===== config.mk =====
export PLATFORM = sky130hd
export DESIGN_NAME = sar_serial_seq
export DESIGN_NICKNAME = d
export VERILOG_FILES = /design/src/rtl/sar_seq_pkg.sv /design/src/rtl/sar_phase_gen.sv /design/src/rtl/sar_frame_ctrl.sv /design/src/rtl/sar_approx_reg.sv /design/src/rtl/sar_sdo_drv.sv /design/src/rtl/sar_serial_seq.sv
export SDC_FILE = /design/constraint.sdc
export NUM_CORES = 1
export LEC_CHECK = 0
export BUFFER_PORTS_ARGS = -buffer_cell sky130_fd_sc_hd__buf_2
export CORE_MARGIN = 4
export CORE_UTILIZATION = 40
export DETAILED_ROUTE_END_ITERATION = 10
export HOLD_SLACK_MARGIN = 0.12
export PLACE_DENSITY = 0.72
export REMOVE_ABC_BUFFERS = 1
export SKIP_CTS_REPAIR_TIMING = 1
export SLEW_MARGIN = 20
export SYNTH_ARGS = -nofsm -noshare
export SYNTH_HDL_FRONTEND = slang
export SYNTH_SLANG_ARGS = --single-unit

===== constraint.sdc =====
create_clock -name clk -period 1.6 [get_ports clk]
set_clock_uncertainty 0.1 [all_clocks]
set_input_delay 0.16 -clock clk [delete_from_list [all_inputs] [get_ports clk]]
set_output_delay 0.16 -clock clk [all_outputs]
set_load 0.05 [all_outputs]

===== src/rtl/sar_seq_pkg.sv =====
// Shared types for the serial SAR sequencer.
// Assumes: nothing beyond IEEE 1800-2017.
package sar_seq_pkg;

    // Drive state of the serial output pin.
    typedef enum logic [1:0] {
        SDO_HIZ = 2'd0,
        SDO_LOW = 2'd1,
        SDO_BIT = 2'd2
    } sdo_mode_e;

    // Conversion clocks per frame: calibration, sample, one per bit, ready.
    function automatic int frame_clocks(input int cal_clks, input int res_bits);
        return cal_clks + res_bits + 2;
    endfunction

endpackage


===== src/rtl/sar_phase_gen.sv =====
// Conversion-clock phase generator.
// Splits the system clock into alternating rise and fall enables. The
// conversion clock level is high between a rise enable and the next
// fall enable. Assumes: the system clock runs at twice the conversion rate.
module sar_phase_gen (
    input  logic clk,
    input  logic rst_n,
    output logic rise_en,
    output logic fall_en,
    output logic cclk
);

    logic phase;

    // Toggle the phase every system clock; low out of reset.
    always_ff @(posedge clk) begin
        if (!rst_n) phase <= 1'b0;
        else        phase <= ~phase;
    end

    assign rise_en = ~phase;
    assign fall_en = phase;
    assign cclk    = phase;

endmodule


===== src/rtl/sar_frame_ctrl.sv =====
// Frame controller.
// Numbers the conversion clocks of a frame (0 = idle), drives the
// track/hold control and emits the edge events the rest of the block uses.
// start_n is looked at on rising edges while idle and on the falling edge
// of the last clock of a frame. Assumes: rise_en and fall_en alternate.
module sar_frame_ctrl #(
    parameter  int CAL_CLKS   = 2,
    parameter  int RES_BITS   = 10,
    localparam int FRAME_CLKS = sar_seq_pkg::frame_clocks(CAL_CLKS, RES_BITS),
    localparam int CW         = $clog2(FRAME_CLKS + 1)
) (
    input  logic          clk,
    input  logic          rst_n,
    input  logic          rise_en,
    input  logic          fall_en,
    input  logic          start_n,
    output logic [CW-1:0] clk_no,
    output logic          hold,
    output logic          start_ev,
    output logic          samp_ev,
    output logic          bit_ev,
    output logic          ready_ev,
    output logic          stop_ev
);

    localparam logic [CW-1:0] C_SAMPLE = CW'(CAL_CLKS + 1);
    localparam logic [CW-1:0] C_FIRST  = CW'(CAL_CLKS + 2);
    localparam logic [CW-1:0] C_LAST   = CW'(CAL_CLKS + 1 + RES_BITS);
    localparam logic [CW-1:0] C_FRAME  = CW'(FRAME_CLKS);

    logic armed;

    // Edge events derived from the clock number.
    always_comb begin
        start_ev = rise_en && (((clk_no == '0) && !start_n) || armed);
        samp_ev  = fall_en && (clk_no == C_SAMPLE);
        bit_ev   = fall_en && (clk_no >= C_FIRST) && (clk_no <= C_LAST);
        ready_ev = rise_en && (clk_no == C_LAST);
        stop_ev  = fall_en && (clk_no == C_FRAME) && start_n;
    end

    // Advance the clock number and decide at the end of a frame.
    always_ff @(posedge clk) begin
        if (!rst_n) begin
            clk_no <= '0;
            armed  <= 1'b0;
        end else if (start_ev) begin
            clk_no <= CW'(1);
            armed  <= 1'b0;
        end else if (rise_en && (clk_no != '0) && (clk_no < C_FRAME)) begin
            clk_no <= clk_no + CW'(1);
        end else if (fall_en && (clk_no == C_FRAME)) begin
            if (start_n) clk_no <= '0;
            else         armed  <= 1'b1;
        end
    end

    // Hold from the sample edge until the ready edge.
    always_ff @(posedge clk) begin
        if (!rst_n)        hold <= 1'b0;
        else if (samp_ev)  hold <= 1'b1;
        else if (ready_ev) hold <= 1'b0;
    end

    // hold only inside the sample-to-ready window.
    a_r3_hold_window: assert property (@(posedge clk) disable iff (!rst_n)
        hold |-> (clk_no >= C_SAMPLE) && (clk_no <= C_LAST));

    // an idle rising edge with start low opens clock 1.
    a_r1_frame_open: assert property (@(posedge clk) disable iff (!rst_n)
        (rise_en && (clk_no == '0) && !start_n) |=> (clk_no == CW'(1)));

endmodule


===== src/rtl/sar_approx_reg.sv =====
// Successive-approximation register.
// A one-hot mask marks the bit under test. Decided bits accumulate in
// the code register, and the trial code is their union. The result loads
// when the mask reaches the LSB. Assumes: samp_ev precedes RES_BITS bit_ev.
module sar_approx_reg #(
    parameter int RES_BITS = 10
) (
    input  logic                clk,
    input  logic                rst_n,
    input  logic                samp_ev,
    input  logic                bit_ev,
    input  logic                cmp_in,
    output logic [RES_BITS-1:0] trial_code,
    output logic [RES_BITS-1:0] result,
    output logic                done
);

    logic [RES_BITS-1:0] mask;
    logic [RES_BITS-1:0] code;
    logic                last_bit;

    assign last_bit   = bit_ev && mask[0];
    assign trial_code = code | mask;

    // Step the mask and keep or drop the bit under test.
    always_ff @(posedge clk) begin
        if (!rst_n) begin
            mask <= '0;
            code <= '0;
        end else if (samp_ev) begin
            mask <= {1'b1, {(RES_BITS-1){1'b0}}};
            code <= '0;
        end else if (bit_ev) begin
            if (cmp_in) code <= code | mask;
            mask <= mask >> 1;
        end
    end

    // Load the finished code and pulse done.
    always_ff @(posedge clk) begin
        if (!rst_n) begin
            result <= '0;
            done   <= 1'b0;
        end else begin
            done <= last_bit;
            if (last_bit) result <= code | (cmp_in ? mask : '0);
        end
    end

    // done is a single-cycle pulse.
    a_r11_done_pulse: assert property (@(posedge clk) disable iff (!rst_n)
        done |=> !done);

    // after the last decision the trial code has converged to the result.
    a_r11_result_match: assert property (@(posedge clk) disable iff (!rst_n)
        done |-> (trial_code == result));

endmodule


===== src/rtl/sar_sdo_drv.sv =====
// Serial output driver.
// Holds the pin state (high impedance, driven low, or driving a result
// bit) and updates it from the frame events. Assumes: at most one event
// per cycle, except start_ev, which may coincide with nothing else.
module sar_sdo_drv
    import sar_seq_pkg::*;
(
    input  logic clk,
    input  logic rst_n,
    input  logic start_ev,
    input  logic bit_ev,
    input  logic bit_val,
    input  logic ready_ev,
    input  logic stop_ev,
    output logic sdo_oe,
    output logic sdo_data
);

    sdo_mode_e mode;
    logic      bit_q;

    // Update the pin state on frame events.
    always_ff @(posedge clk) begin
        if (!rst_n) begin
            mode  <= SDO_HIZ;
            bit_q <= 1'b0;
        end else if (stop_ev) begin
            mode  <= SDO_HIZ;
        end else if (start_ev || ready_ev) begin
            mode  <= SDO_LOW;
        end else if (bit_ev) begin
            mode  <= SDO_BIT;
            bit_q <= bit_val;
        end
    end

    assign sdo_oe   = (mode != SDO_HIZ);
    assign sdo_data = (mode == SDO_BIT) && bit_q;

endmodule


===== src/rtl/sar_serial_seq.sv =====
// Serial SAR converter control sequencer (top).
// Ties the phase generator, frame controller, approximation register and
// serial driver together. Assumes: cmp_in is valid at every falling
// conversion edge for the trial_code presented since the previous one.
module sar_serial_seq #(
    parameter  int CAL_CLKS   = 2,
    parameter  int RES_BITS   = 10,
    localparam int FRAME_CLKS = sar_seq_pkg::frame_clocks(CAL_CLKS, RES_BITS),
    localparam int CW         = $clog2(FRAME_CLKS + 1)
) (
    input  logic                clk,
    input  logic                rst_n,
    input  logic                start_n,
    input  logic                cmp_in,
    output logic                cclk_o,
    output logic                hold_o,
    output logic [RES_BITS-1:0] trial_code,
    output logic                sdo_data,
    output logic                sdo_oe,
    output logic [RES_BITS-1:0] result,
    output logic                done
);

    localparam logic [CW-1:0] C_FIRST = CW'(CAL_CLKS + 2);
    localparam logic [CW-1:0] C_LAST  = CW'(CAL_CLKS + 1 + RES_BITS);
    localparam logic [CW-1:0] C_FRAME = CW'(FRAME_CLKS);

    logic          rise_en, fall_en;
    logic [CW-1:0] clk_no;
    logic          start_ev, samp_ev, bit_ev, ready_ev, stop_ev;

    sar_phase_gen u_phase (
        .clk     (clk),
        .rst_n   (rst_n),
        .rise_en (rise_en),
        .fall_en (fall_en),
        .cclk    (cclk_o)
    );

    sar_frame_ctrl #(.CAL_CLKS(CAL_CLKS), .RES_BITS(RES_BITS)) u_frame (
        .clk      (clk),
        .rst_n    (rst_n),
        .rise_en  (rise_en),
        .fall_en  (fall_en),
        .start_n  (start_n),
        .clk_no   (clk_no),
        .hold     (hold_o),
        .start_ev (start_ev),
        .samp_ev  (samp_ev),
        .bit_ev   (bit_ev),
        .ready_ev (ready_ev),
        .stop_ev  (stop_ev)
    );

    sar_approx_reg #(.RES_BITS(RES_BITS)) u_sar (
        .clk        (clk),
        .rst_n      (rst_n),
        .samp_ev    (samp_ev),
        .bit_ev     (bit_ev),
        .cmp_in     (cmp_in),
        .trial_code (trial_code),
        .result     (result),
        .done       (done)
    );

    sar_sdo_drv u_sdo (
        .clk      (clk),
        .rst_n    (rst_n),
        .start_ev (start_ev),
        .bit_ev   (bit_ev),
        .bit_val  (cmp_in),
        .ready_ev (ready_ev),
        .stop_ev  (stop_ev),
        .sdo_oe   (sdo_oe),
        .sdo_data (sdo_data)
    );

    // output driven low from clock 1 until the MSB launches.
    a_r7_lead_low: assert property (@(posedge clk) disable iff (!rst_n)
        ((clk_no != '0) && (clk_no < C_FIRST)) |-> (sdo_oe && !sdo_data));

    // no drive while idle.
    a_r8_idle_hiz: assert property (@(posedge clk) disable iff (!rst_n)
        (clk_no == '0) |-> !sdo_oe);

    // during the final clock the pin is driven low.
    a_r10_gap_low: assert property (@(posedge clk) disable iff (!rst_n)
        (clk_no == C_FRAME) |-> (sdo_oe && !sdo_data));

    // the result completes in the last bit clock.
    a_r11_done_clock: assert property (@(posedge clk) disable iff (!rst_n)
        done |-> (clk_no == C_LAST));

endmodule


==> impl_metrics.py <==
metrics = {
    "place": {
        "portBuffers": 28,
        "place_ws_ns": -0.111,
        "placed_cell_area_um2": 2060,
        "dp_hpwl_um": 2600,
        "globalplace.congestion": 0.879,
    },
    "logic_synthesis": {
        "yosys.area_share.xor_xnor_pct": 0,
        "synth_top_area_share_pct": 46.2,
        "syn_area_um2": 1780,
        "synth_top_family_by_area": "compound AO/OA/AOI/OAI gates",
        "synth.distinct_cells": 36,
        "syn_avg_cell_area_um2": 9.15,
        "yosys-mux-area-fraction_pct": 1.13,
        "async_flop_share_pct": 0,
        "synthCells": 194,
        "ys_seq_area_share_pct": 46.2,
        "synth_seq_cells": 41,
        "synth_compound_area_share_pct": 23.5,
        "synth_edf_count": 0,
        "synth_warnings": 0,
        "synth-main-ff-cell": "dfxtp_1",
        "yosys.area_share.simple_pct": 21.4,
        "synthTopCellsByArea": "dfxtp_1 46%, a21oi_1 8.7%, o211a_1 5.6%, nand2_1 5.5%, o21ai_0 3.9%",
        "yosysTopAreaCell": "dfxtp_1",
        "synthAdderAreaFrac_pct": 2.82,
    },
    "clock_network": {
        "root_buffer": "clkbuf_8",
        "htree_levels": 2,
        "clock_sinks": 41,
        "clock_path_buffers": 2,
        "clkTransAtPathRegs_ns": 0.08,
        "clock_latency_ns": 0.29,
        "cts_tree": "built",
        "numCtsBuffers": 5,
    },
    "layout": {
        "fin_nets": 246,
        "n_antenna_cell": 0,
        "area.growth.synth_to_final_pct": 30.2,
        "drive_gt1_share_pct": 41.8,
        "stdcell_area_um2": 2310,
    },
    "run_status": {
        "status": "complete, but fails checks",
        "violations": "negative setup slack",
    },
    "floorplanning": {
        "initial_utilization_pct": 42.8,
        "std_cell_rows": 23,
        "die-area_um2": 5570,
        "ios": 29,
        "dieWidth_um": 74.6,
        "core_area_um2": 4140,
        "dieHeight_um": 74.6,
    },
    "global_routing": {
        "grt_antenna_before_repair": 0,
        "overflow": 0,
        "grt_pass1_vias": 1382,
        "grt_pass1_wl_um": 6310,
        "grt_max_degree": 23,
        "grtUsageTotal_pct": 14.9,
    },
    "sta": {
        "rsz0062_at_grt": "yes",
        "max_slew_margin_pct": 69.0,
        "holdWs_ns": 0.107,
        "fin_crit_sh_pct": 102,
        "slew_violations": 0,
        "setup_viol": 11,
        "tns_ns": -0.273,
        "period_needed_ns": 1.63,
        "clock.fmax_mhz": 612,
        "tightest_slew_ns": 0.463,
        "final_hold_viol_count": 0,
        "worst_slack_ns": -0.0347,
    },
    "setup_path": {
        "crit_type": "register to register",
        "r2r_setup_slack_ns": -0.03,
        "critical_path_required_ns": 1.69,
        "cp_max_fo": 22,
        "arrival_ns": 1.73,
        "critPathSlowestCell": "dfxtp_4",
        "endpoint_kind": "register",
        "start_kind": "register",
        "path_delay_family": "simple AND/OR/NAND/NOR gates",
        "reg2reg_to": "u_sar.result[4]",
        "crit_cells": 6,
        "slowest_delay_ns": 0.39,
        "timing.rr.start": "u_frame.clk_no[0]",
        "reg2regPathDepth": 6,
        "crit_buf_inv": 2,
        "crit_chain": "inv_4 -> ha_4 -> and4bb_4 -> nor3b_4 -> buf_12 -> o211a_1",
    },
    "flow_run": {
        "drv_cap": 0,
    },
    "power": {
        "netSwitchingFraction_pct": 22.7,
        "powerDensity_nw_per_um2": 913,
        "comb_power_share_pct": 9.0,
        "clkPwrFrac_pct": 41.5,
        "seq_power_share_pct": 49.5,
        "leakage_nw": 1.09,
        "ir_worst_vdd_v": 0.000435,
        "internal_power_w": 0.00163,
        "p_switching_w": 0.000480,
        "totalPowerFinal_w": 0.00211,
    },
    "hold_path": {
        "holdPathEnd": "u_frame.armed",
        "hp-start": "start_n",
        "min_path_cells": 4,
        "min_path_type": "input port to register",
    },
    "drt": {
        "wire_per_inst_um": 13.5,
        "vias": 1528,
        "drc": 0,
        "drtIter0Drc": 62,
        "via_per_inst": 5.29,
        "antenna_left": 0,
        "wl_um": 3910,
        "drtPass1Iterations": 4,
    },
}
==> through the flow <==
stage	instances	utilization, %
after detailed placement	279	49.7
after global routing	289	55.8
final	289	55.8
after global placement	279	49.7
after floorplan	183	-
after CTS	287	52.6
==> how the worst max path moves through the flow <==
stage	startpoint	end	slack [ns]
4_1_cts	u_frame.clk_no[0]	u_sar.result[4]	-0.14
3_3_place_gp	u_frame.clk_no[2]	u_frame.clk_no[0]	-0.07
5_1_grt	u_frame.clk_no[1]	u_sar.result[4]	-0.08
2_1_floorplan	u_phase.cclk	u_sar.result[0]	-0.39
6_report	u_frame.clk_no[0]	u_sar.result[4]	-0.03
3_5_place_dp	u_frame.clk_no[0]	u_sar.result[4]	-0.11
==> registers in the layout, indices dropped and copies added, names as in the netlist, 2 cells and up <==
signal,cells
u_frame.clk_no,4
u_sar.result,10
u_sar.code,10
u_sdo.mode,2
u_sar.mask,10
==> synthesized netlist by cell type, types with 2 or more instances <==
master,count
o211a_1,10
ha_1,4
or2_2,11
nor3b_4,2
nand3_1,2
a21oi_1,31
buf_6,4
nor2_1,16
inv_1,3
clkbuf_1,4
o21ai_0,14
dfxtp_1,41
mux2i_1,2
a21boi_0,2
and3_4,2
nand2_1,26
==> worst reg2reg max path, stage by stage (launching register included) <==
cell and delay [ns]:
dfxtp_4 0.39, inv_4 0.05, ha_4 0.16, and4bb_4 0.39
nor3b_4 0.07, buf_12 0.17, o211a_1 0.21
==> cells in the final DEF, fill, tap and decap left out, types with 3 or more instances in the layout <==
| master | synthesis | layout |
|---|---|---|
| buf_2 | 1 | 28 |
| nand2_1 | 26 | 23 |
| buf_4 | 1 | 14 |
| a21oi_2 | 0 | 9 |
| dfxtp_2 | 0 | 3 |
| o21ai_0 | 14 | 12 |
| or2_2 | 11 | 11 |
| dfxtp_1 | 41 | 37 |
| a21oi_1 | 31 | 22 |
| o211a_1 | 10 | 10 |
| buf_6 | 4 | 4 |
| nor2_1 | 16 | 15 |
| clkbuf_8 | 0 | 6 |
==> routing by layer <==
| metal | vias to the layer above | share of wire, % | global-route usage [%] |
|---|---|---|---|
| met1 | 734 | 48 | 19.1 |
| met2 | 28 | 46 | 23.1 |
| met5 | - | 0 | 0 |
| li1 | 761 | - | - |
| met4 | 0 | 1.6 | 5.93 |
| met3 | 5 | 4.1 | 4.94 |
==> power groups by stage <==
stage / clock network, W / logic, W / registers, W
floorplan: 0 / 0.0000832 / 0.00107
global placement: 0 / 0.000164 / 0.00106
detailed placement: 0 / 0.000166 / 0.00106
CTS: 0.000894 / 0.000167 / 0.00104
global route: 0.000935 / 0.000204 / 0.00105
finish: 0.000876 / 0.000189 / 0.00105
==> final cells by class <==
type / count / area (um2)
fillers: 371 / 1830
multi-input cells: 139 / 955
flip-flops and latches: 41 / 828
repair buffers: 48 / 330
clock buffers: 6 / 82.6
well taps: 50 / 62.6
clock inverters: 2 / 37.5
inverters: 3 / 16.3
==> logic make-up after synthesis <==
| logic type | count (synthesis) |
|---|---|
| mux | 2 |
| flops | 41 |
| buf+inv | 14 |
| fa+ha+maj | 4 |
| simple gates | 69 |
| compound gates | 64 |
No activity file was read; power rests on OpenSTA's default activity.
